==> config.mk <==
export PLATFORM = sky130hd
export DESIGN_NAME = eer_reader
export DESIGN_NICKNAME = d
export VERILOG_FILES = /design/src/rtl/eer_pkg.sv /design/src/rtl/eer_bank_decode.sv /design/src/rtl/eer_rec_match.sv /design/src/rtl/eer_scan_fsm.sv /design/src/rtl/eer_flag_bank.sv /design/src/rtl/eer_reader.sv
export SDC_FILE = /design/constraint.sdc
export NUM_CORES = 1
export LEC_CHECK = 0
export ABC_AREA = 1
export BUFFER_PORTS_ARGS = -buffer_cell sky130_fd_sc_hd__buf_2
export CORE_ASPECT_RATIO = 0.6
export CORE_MARGIN = 8
export CORE_UTILIZATION = 50
export CTS_CLUSTER_SIZE = 24
export DETAILED_ROUTE_END_ITERATION = 8
export GPL_ROUTABILITY_DRIVEN = 0
export PLACE_DENSITY = 0.8
export RECOVER_POWER = 100
export SYNTH_ARGS = -nofsm -noshare
export SYNTH_HDL_FRONTEND = slang
export SYNTH_SLANG_ARGS = --single-unit
==> constraint.sdc <==
create_clock -name clk -period 2.35 [get_ports clk]
set_input_delay 0.47 -clock clk [delete_from_list [all_inputs] [get_ports clk]]
set_output_delay 0.47 -clock clk [all_outputs]
set_load 0.02 [all_outputs]
==> src/rtl/eer_pkg.sv <==
// Shared types for the emulated-EEPROM reader.
// Assumes: records are 24 bits, with the tag in the top byte and the value in the low 16 bits.
package eer_pkg;
    localparam int REC_W   = 24;
    localparam int VAL_W   = 16;
    localparam int TAG_W   = 8;
    localparam int CUR_BIT = 19;   // page-current flag, active low

    typedef enum logic [2:0] {
        ST_IDLE,
        ST_FREQ,   // request status word of a candidate page
        ST_FCHK,   // inspect status word
        ST_SREQ,   // request a record during the reverse scan
        ST_SCHK    // compare the record tag
    } eer_state_t;
endpackage

==> src/rtl/eer_bank_decode.sv <==
// Splits a logical address into bank index and in-bank tag, and flags range.
// Assumes: BANK_SIZE <= 255, so every legal tag differs from the erased tag 0xFF.
module eer_bank_decode #(
    parameter int NUM_BANKS = 2,
    parameter int BANK_SIZE = 10,
    parameter int LA_W      = 8,
    parameter int BANK_W    = 1
) (
    input  logic [LA_W-1:0]   laddr_i,
    output logic              legal_o,
    output logic [BANK_W-1:0] bank_o,
    output logic [7:0]        tag_o
);
    localparam int TOTAL = NUM_BANKS * BANK_SIZE;

    logic [NUM_BANKS-1:0] at_or_above;
    logic [LA_W-1:0]      base;

    // One comparator per bank boundary.
    for (genvar b = 0; b < NUM_BANKS; b++) begin : g_bound
        if (b == 0) begin : g_first
            assign at_or_above[b] = 1'b1;
        end else begin : g_rest
            assign at_or_above[b] = (laddr_i >= LA_W'(b * BANK_SIZE));
        end
    end

    // Range check against the total emulated size.
    assign legal_o = (laddr_i < LA_W'(TOTAL));

    // Highest boundary passed selects the bank; the remainder is the tag.
    always_comb begin
        bank_o = '0;
        base   = '0;
        for (int b = 0; b < NUM_BANKS; b++) begin
            if (at_or_above[b]) begin
                bank_o = BANK_W'(b);
                base   = LA_W'(b * BANK_SIZE);
            end
        end
        tag_o = 8'(laddr_i - base);
        if (legal_o) begin
            assert_tag_in_bank_R3: assert (tag_o < 8'(BANK_SIZE));
        end
    end
endmodule

==> src/rtl/eer_rec_match.sv <==
// Interprets a flash word both as a page status word and as a data record.
// Assumes: the caller knows which interpretation applies in the current state.
module eer_rec_match
    import eer_pkg::*;
(
    input  logic [REC_W-1:0] word_i,
    input  logic [TAG_W-1:0] key_i,
    output logic             page_cur_o,
    output logic             hit_o,
    output logic [VAL_W-1:0] val_o
);
    // Status view: bit 19 low marks the current page.
    assign page_cur_o = ~word_i[CUR_BIT];
    // Record view: tag compare and value extract.
    assign hit_o      = (word_i[REC_W-1:VAL_W] == key_i);
    assign val_o      = word_i[VAL_W-1:0];
endmodule

==> src/rtl/eer_scan_fsm.sv <==
// Sequencer: probes page status words in ascending order, then scans the
// current page from its top word down to word 1.
// Assumes: PAGES and WORDS are powers of two, and the flash read has one cycle of latency.
module eer_scan_fsm
    import eer_pkg::*;
#(
    parameter int PAGES  = 4,
    parameter int WORDS  = 16,
    parameter int BANK_W = 1,
    parameter int PG_W   = 2,
    parameter int WD_W   = 4,
    parameter int FA_W   = BANK_W + PG_W + WD_W
) (
    input  logic              clk,
    input  logic              rst_n,
    input  logic              start_i,
    input  logic              legal_i,
    input  logic [BANK_W-1:0] bank_i,
    input  logic [7:0]        tag_i,
    input  logic              page_cur_i,
    input  logic              hit_i,
    input  logic [VAL_W-1:0]  val_i,
    output logic [TAG_W-1:0]  key_o,
    output logic              fl_re_o,
    output logic [FA_W-1:0]   fl_addr_o,
    output logic              ev_illegal_o,
    output logic              ev_corrupt_o,
    output logic              ev_miss_o,
    output logic [VAL_W-1:0]  data_o,
    output logic              done_o
);
    eer_state_t        state_q, state_n;
    logic [BANK_W-1:0] bank_q, bank_n;
    logic [TAG_W-1:0]  key_q, key_n;
    logic [PG_W-1:0]   pg_q, pg_n;
    logic [WD_W-1:0]   wd_q, wd_n;
    logic              fin, fin_hit;

    assign key_o = key_q;

    // Next-state, flash request and completion decode.
    always_comb begin
        state_n      = state_q;
        bank_n       = bank_q;
        key_n        = key_q;
        pg_n         = pg_q;
        wd_n         = wd_q;
        fl_re_o      = 1'b0;
        fl_addr_o    = {bank_q, pg_q, wd_q};
        fin          = 1'b0;
        fin_hit      = 1'b0;
        ev_illegal_o = 1'b0;
        ev_corrupt_o = 1'b0;
        ev_miss_o    = 1'b0;
        case (state_q)
            ST_IDLE: begin
                if (start_i) begin
                    if (!legal_i) begin
                        fin          = 1'b1;
                        ev_illegal_o = 1'b1;
                    end else begin
                        bank_n  = bank_i;
                        key_n   = tag_i;
                        pg_n    = '0;
                        state_n = ST_FREQ;
                    end
                end
            end
            ST_FREQ: begin
                fl_re_o   = 1'b1;
                fl_addr_o = {bank_q, pg_q, {WD_W{1'b0}}};
                state_n   = ST_FCHK;
            end
            ST_FCHK: begin
                if (page_cur_i) begin
                    wd_n    = WD_W'(WORDS - 1);
                    state_n = ST_SREQ;
                end else if (pg_q == PG_W'(PAGES - 1)) begin
                    fin          = 1'b1;
                    ev_corrupt_o = 1'b1;
                    state_n      = ST_IDLE;
                end else begin
                    pg_n    = pg_q + 1'b1;
                    state_n = ST_FREQ;
                end
            end
            ST_SREQ: begin
                fl_re_o = 1'b1;
                state_n = ST_SCHK;
            end
            ST_SCHK: begin
                if (hit_i) begin
                    fin     = 1'b1;
                    fin_hit = 1'b1;
                    state_n = ST_IDLE;
                end else if (wd_q == WD_W'(1)) begin
                    fin       = 1'b1;
                    ev_miss_o = 1'b1;
                    state_n   = ST_IDLE;
                end else begin
                    wd_n    = wd_q - 1'b1;
                    state_n = ST_SREQ;
                end
            end
            default: state_n = ST_IDLE;
        endcase
    end

    // Control registers of the sequencer.
    always_ff @(posedge clk) begin
        if (!rst_n) begin
            state_q <= ST_IDLE;
            bank_q  <= '0;
            key_q   <= '0;
            pg_q    <= '0;
            wd_q    <= '0;
        end else begin
            state_q <= state_n;
            bank_q  <= bank_n;
            key_q   <= key_n;
            pg_q    <= pg_n;
            wd_q    <= wd_n;
        end
    end

    // Result register and done pulse.
    always_ff @(posedge clk) begin
        if (!rst_n) begin
            data_o <= '1;
            done_o <= 1'b0;
        end else begin
            done_o <= fin;
            if (fin) begin
                data_o <= fin_hit ? val_i : '1;
            end
        end
    end

    // The record scan never requests the status word.
    assert_scan_skips_status_R2: assert property (@(posedge clk) disable iff (!rst_n)
        (state_q == ST_SREQ) |-> (wd_q != '0));
endmodule

==> src/rtl/eer_flag_bank.sv <==
// Sticky error flags with a shared clear; a new event wins over the clear.
// Assumes: at most one event per cycle.
module eer_flag_bank (
    input  logic clk,
    input  logic rst_n,
    input  logic clr_i,
    input  logic ev_illegal_i,
    input  logic ev_corrupt_i,
    input  logic ev_miss_i,
    output logic illegal_o,
    output logic corrupt_o,
    output logic miss_o
);
    // Set-dominant sticky update.
    always_ff @(posedge clk) begin
        if (!rst_n) begin
            illegal_o <= 1'b0;
            corrupt_o <= 1'b0;
            miss_o    <= 1'b0;
        end else begin
            illegal_o <= ev_illegal_i | (illegal_o & ~clr_i);
            corrupt_o <= ev_corrupt_i | (corrupt_o & ~clr_i);
            miss_o    <= ev_miss_i    | (miss_o    & ~clr_i);
        end
    end

    assert_one_event_R11: assert property (@(posedge clk) disable iff (!rst_n)
        $onehot0({ev_illegal_i, ev_corrupt_i, ev_miss_i}));
    assert_sticky_hold_R11: assert property (@(posedge clk) disable iff (!rst_n)
        (miss_o && !clr_i) |=> miss_o);
endmodule

==> src/rtl/eer_reader.sv <==
// Top: reverse-search reader for an emulated EEPROM kept as an append-only
// record log inside one current page per bank of a flash-like array.
// Assumes: synchronous flash read port with one cycle of latency, and power-of-two page geometry.
module eer_reader
    import eer_pkg::*;
#(
    parameter int NUM_BANKS = 2,
    parameter int BANK_SIZE = 10,
    parameter int PAGES     = 4,
    parameter int WORDS     = 16,
    parameter int LA_W      = 8,
    localparam int BANK_W   = (NUM_BANKS > 1) ? $clog2(NUM_BANKS) : 1,
    localparam int PG_W     = (PAGES > 1) ? $clog2(PAGES) : 1,
    localparam int WD_W     = $clog2(WORDS),
    localparam int FA_W     = BANK_W + PG_W + WD_W
) (
    input  logic              clk,
    input  logic              rst_n,
    input  logic              rd_start,
    input  logic [LA_W-1:0]   rd_laddr,
    input  logic              flag_clr,
    output logic              fl_re,
    output logic [FA_W-1:0]   fl_addr,
    input  logic [REC_W-1:0]  fl_rdata,
    output logic [VAL_W-1:0]  rd_data,
    output logic              rd_done,
    output logic              err_illegal,
    output logic              err_corrupt,
    output logic              err_miss
);
    logic              legal;
    logic [BANK_W-1:0] bank;
    logic [7:0]        tag;
    logic [TAG_W-1:0]  key;
    logic              page_cur, hit;
    logic [VAL_W-1:0]  val;
    logic              ev_ill, ev_cor, ev_miss;

    eer_bank_decode #(
        .NUM_BANKS(NUM_BANKS), .BANK_SIZE(BANK_SIZE), .LA_W(LA_W), .BANK_W(BANK_W)
    ) u_dec (
        .laddr_i(rd_laddr), .legal_o(legal), .bank_o(bank), .tag_o(tag)
    );

    eer_rec_match u_match (
        .word_i(fl_rdata), .key_i(key), .page_cur_o(page_cur), .hit_o(hit), .val_o(val)
    );

    eer_scan_fsm #(
        .PAGES(PAGES), .WORDS(WORDS), .BANK_W(BANK_W), .PG_W(PG_W), .WD_W(WD_W), .FA_W(FA_W)
    ) u_fsm (
        .clk(clk), .rst_n(rst_n), .start_i(rd_start), .legal_i(legal), .bank_i(bank),
        .tag_i(tag), .page_cur_i(page_cur), .hit_i(hit), .val_i(val), .key_o(key),
        .fl_re_o(fl_re), .fl_addr_o(fl_addr), .ev_illegal_o(ev_ill), .ev_corrupt_o(ev_cor),
        .ev_miss_o(ev_miss), .data_o(rd_data), .done_o(rd_done)
    );

    eer_flag_bank u_flags (
        .clk(clk), .rst_n(rst_n), .clr_i(flag_clr), .ev_illegal_i(ev_ill),
        .ev_corrupt_i(ev_cor), .ev_miss_i(ev_miss), .illegal_o(err_illegal),
        .corrupt_o(err_corrupt), .miss_o(err_miss)
    );

    // Each read request is followed by a check cycle.
    assert_read_spacing_R10: assert property (@(posedge clk) disable iff (!rst_n)
        fl_re |=> !fl_re);
    assert_illegal_ones_R4: assert property (@(posedge clk) disable iff (!rst_n)
        $rose(err_illegal) |-> (rd_done && rd_data == '1));
    assert_corrupt_ones_R5: assert property (@(posedge clk) disable iff (!rst_n)
        $rose(err_corrupt) |-> (rd_done && rd_data == '1));
    assert_miss_ones_R7: assert property (@(posedge clk) disable iff (!rst_n)
        $rose(err_miss) |-> (rd_done && rd_data == '1));
endmodule

==> impl_results.md <==
* Status: finished, final reports clean
* Clk_skew at 0.00862 ns
* Max stage delay on crit path at 0.30 ns
* Fmax at 496 MHz
* First-pass GRT wire length at 8.66 mm
* Largest net degree at the start of global routing at 33
* I/O Pins at 64
* Sink Count at 38
* Placed Instance Area at 0.00232 mm^2
* Filler cell count at 369
* Vias in the first global route at 1,892
* Crit path kind: input port to register
* Vias per std cell at 5.11
* Cell mode on critical path: nor2_1
* Setup violations, final at 0
* Cell row count at 17
* Antenna Cells at 0
* Critical Path Start Type: input port
* Max-slew headroom at 64.0%
* Pwr Density at 726 mW/mm^2
* Post_cts resized at 0
* Via count at 1,983
* Synth Net Count at 319
* CTS max path bufs at 2
* Slew Limit Fails at 0
* Crit path time final at 2.02 ns
* Number of DRC markers in iteration 0 at 110
* Die height at 64.6 um
* Tot Pwr at 1.74 mW
* Setup_tns at 0 ns
* Initial antenna violation count at 0
* Cells after Synth at 277
* Initial Utilization at 53.0%
* Share of post-route cells with drive strength above 1 at 15.2%
* Post-Route Utilization at 64.3%
* Post-route cell area at 0.00239 mm^2
* Worst-Skew Late Latency at 0.29 ns
* DRT Pass-1 Iters at 4
* Max-cap viol count at 0
* EDFF count, synth at 0
* # nets final at 382
* Area growth, synth to finish at 21.3%
* Min-delay src: fl_rdata[1]
* Syn. warnings at 0
* Slowest cell on crit path: or2_2
* Worst Path Arrival at 2.22 ns
* H-Tree Depth at 2
* Clock root buffer master: clkbuf_8
* DIE WIDTH at 97.1 um
* Main flop type after synthesis: dfxtp_1
* Post-synth ARST share at 0%
* Core Area at 0.00372 mm^2
* FF+latch count, synth at 38
* Leak at 1.12 nW
* CP max FO at 2
* IO buf count at 63
* Area of the die at 0.00628 mm^2
* GR Overflow Total at 0
* HP Class: input port to register
* Flop-to-flop setup slack at 0.55 ns
* CP Launch Point: rd_laddr[6]
* Cell area after synthesis at 0.00197 mm^2
* Slew at the pin closest to its max-slew limit at 0.539 ns
* # Post-CTS Setup Buffers at 0
* Post-route ant nets at 0
* Post-DP HPWL at 3.84 mm
* Part of the cycle the worst path needs at 85.8%
* TritonCTS Buffers at 5
* Post-synth cell types at 30
* Crit. End Element: register
* Worst path required time at 2.55 ns
* Hold Violations, Final at 0
* Post-route DRC at 0
* GRT Overall Usage at 16.4%
* Avg Cell Area, Syn at 7.12 um^2
* Reg2reg start: u_fsm.state_q[2]
* RSZ-0062 raised after global routing: false
* Critical Path, Cell by Cell: buf_2, nor2_1, nand2_1, nor2_1, inv_1, nor2_1, inv_1, ha_1, ha_1, or2_2, nand2_1, xor2_1, nor2_1, a211oi_1
* Clock-pin transition on the worst setup and hold timing paths at 0.08 ns
* Post-synthesis sequential area ratio at 38.6%
* VDD IR max at 397 uV
* Hold buffers post-CTS at 0
* TritonCTS clock tree: done
* Post-Route WL at 5.13 mm
* Wire length per cell at 13.2 um
cell usage in the layout (no fill, tap or decap):
master and n:
clkbuf_1 29, o21a_1 1, nand2_1 51, ha_1 6, xor2_1 1, nand3b_1 1, bufinv_16 2, a21oi_4 1
nand3_1 28, inv_1 39, nor2_1 28, nor2_4 1, nand4_1 19, buf_4 5, a211oi_1 3, dfxtp_1 38
nor4_1 1, clkbuf_8 6, inv_2 1, or2_2 1, a21oi_1 15, nand3_2 1, buf_2 34, xnor2_1 4
a31oi_1 1, o21ai_0 24
synth_stat cells (3+ instances only):
master    number  share of area (%)
inv_1         36                6.9
ha_1           6                3.8
o21ai_2        4                1.8
inv_2          4               0.76
a211oi_1       3                1.1
clkbuf_1       5               0.95
xnor2_1        4                1.8
o21ai_0       15                3.8
nor2_1        25                4.8
dfxtp_1       38                 39
nand3_1       27                6.9
o21ai_1        5                1.3
buf_2          4                1.0
nand4_1       19                6.0
nor2_2         3               0.95
a21oi_1       15                3.8
nand2_1       51                9.7
final timing paths:
path | cells after the start | endpoint
worst min register to register | 2 | u_flags.miss_o
worst max register to register | 7 | u_fsm.data_o[2]
worst max-delay path | 14 | u_fsm.key_o[7]
worst min-delay path | 3 | u_fsm.data_o[1]
routing by layer:
layer	wire length, um	GRT usage (%)	up-vias
li1	-	-	1038
met1	2440	20.1	888
met2	2310	26.2	50
met3	347	6.03	7
met4	42	5.14	0
met5	0	0	-
worst max-delay path: cells and delay by family:
family,cells,cell delay [ns]
AOI/OAI and AO/OA,1,0.18
xor gates and xnor gates,1,0.15
buffers and inverters,3,0.21
adders and majority gates,2,0.38
and+or+nand+nor,7,0.83
layout make-up:
type / count / area, um^2 / area share [%]
Multi-Input combinational cell: 187 / 963 / 40.3
Sequential cell: 38 / 761 / 31.8
Timing Repair Buffer: 68 / 317 / 13.2
Inverter: 40 / 150 / 6.28
Clock buffer: 6 / 82.6 / 3.45
Clock inverter: 2 / 60.1 / 2.51
Tap cell: 47 / 58.8 / 2.46
per-stage QoR:
step	hold slack, ns	cells	setup WS (ns)
global placement	0.453	380	0.0824
detailed placement	0.457	380	0.0322
floorplan	0.444	277	0.264
finish	0.414	388	0.334
CTS	0.386	388	0.311
global route	0.411	388	0.139
where the power goes:
part           leakage [nW]  switching [mW]  internal [mW]  total [mW]
logic                 0.741           0.215          0.119       0.334
registers             0.311          0.0254          0.688       0.714
clock network        0.0714           0.236          0.453       0.689
sequential cells by signal, indices dropped and copies added (netlist names):
signal	cells
u_fsm.pg_q	2
u_fsm.key_o	8
u_fsm.wd_q	4
u_fsm.state_q	3
u_flags.corrupt_o	1
u_fsm.bank_q	1
u_fsm.data_o	16
u_flags.illegal_o	1
u_flags.miss_o	1
u_fsm.done_o	1
kinds of logic (layout without fill, tap and decap cells):
kind of cell | count (synthesis) | after routing | share of synthesized area (%)
DFF | 38 | 38 | 38.6
buffers and inverters | 52 | 116 | 10.8
adders and majority gates | 6 | 6 | 3.81
xor gates and xnor gates | 5 | 5 | 2.22
AOI/OAI and AO/OA | 45 | 45 | 13.3
and+or+nand+nor | 131 | 131 | 31.3
Note: power is estimated with default switching activity, not from simulation.
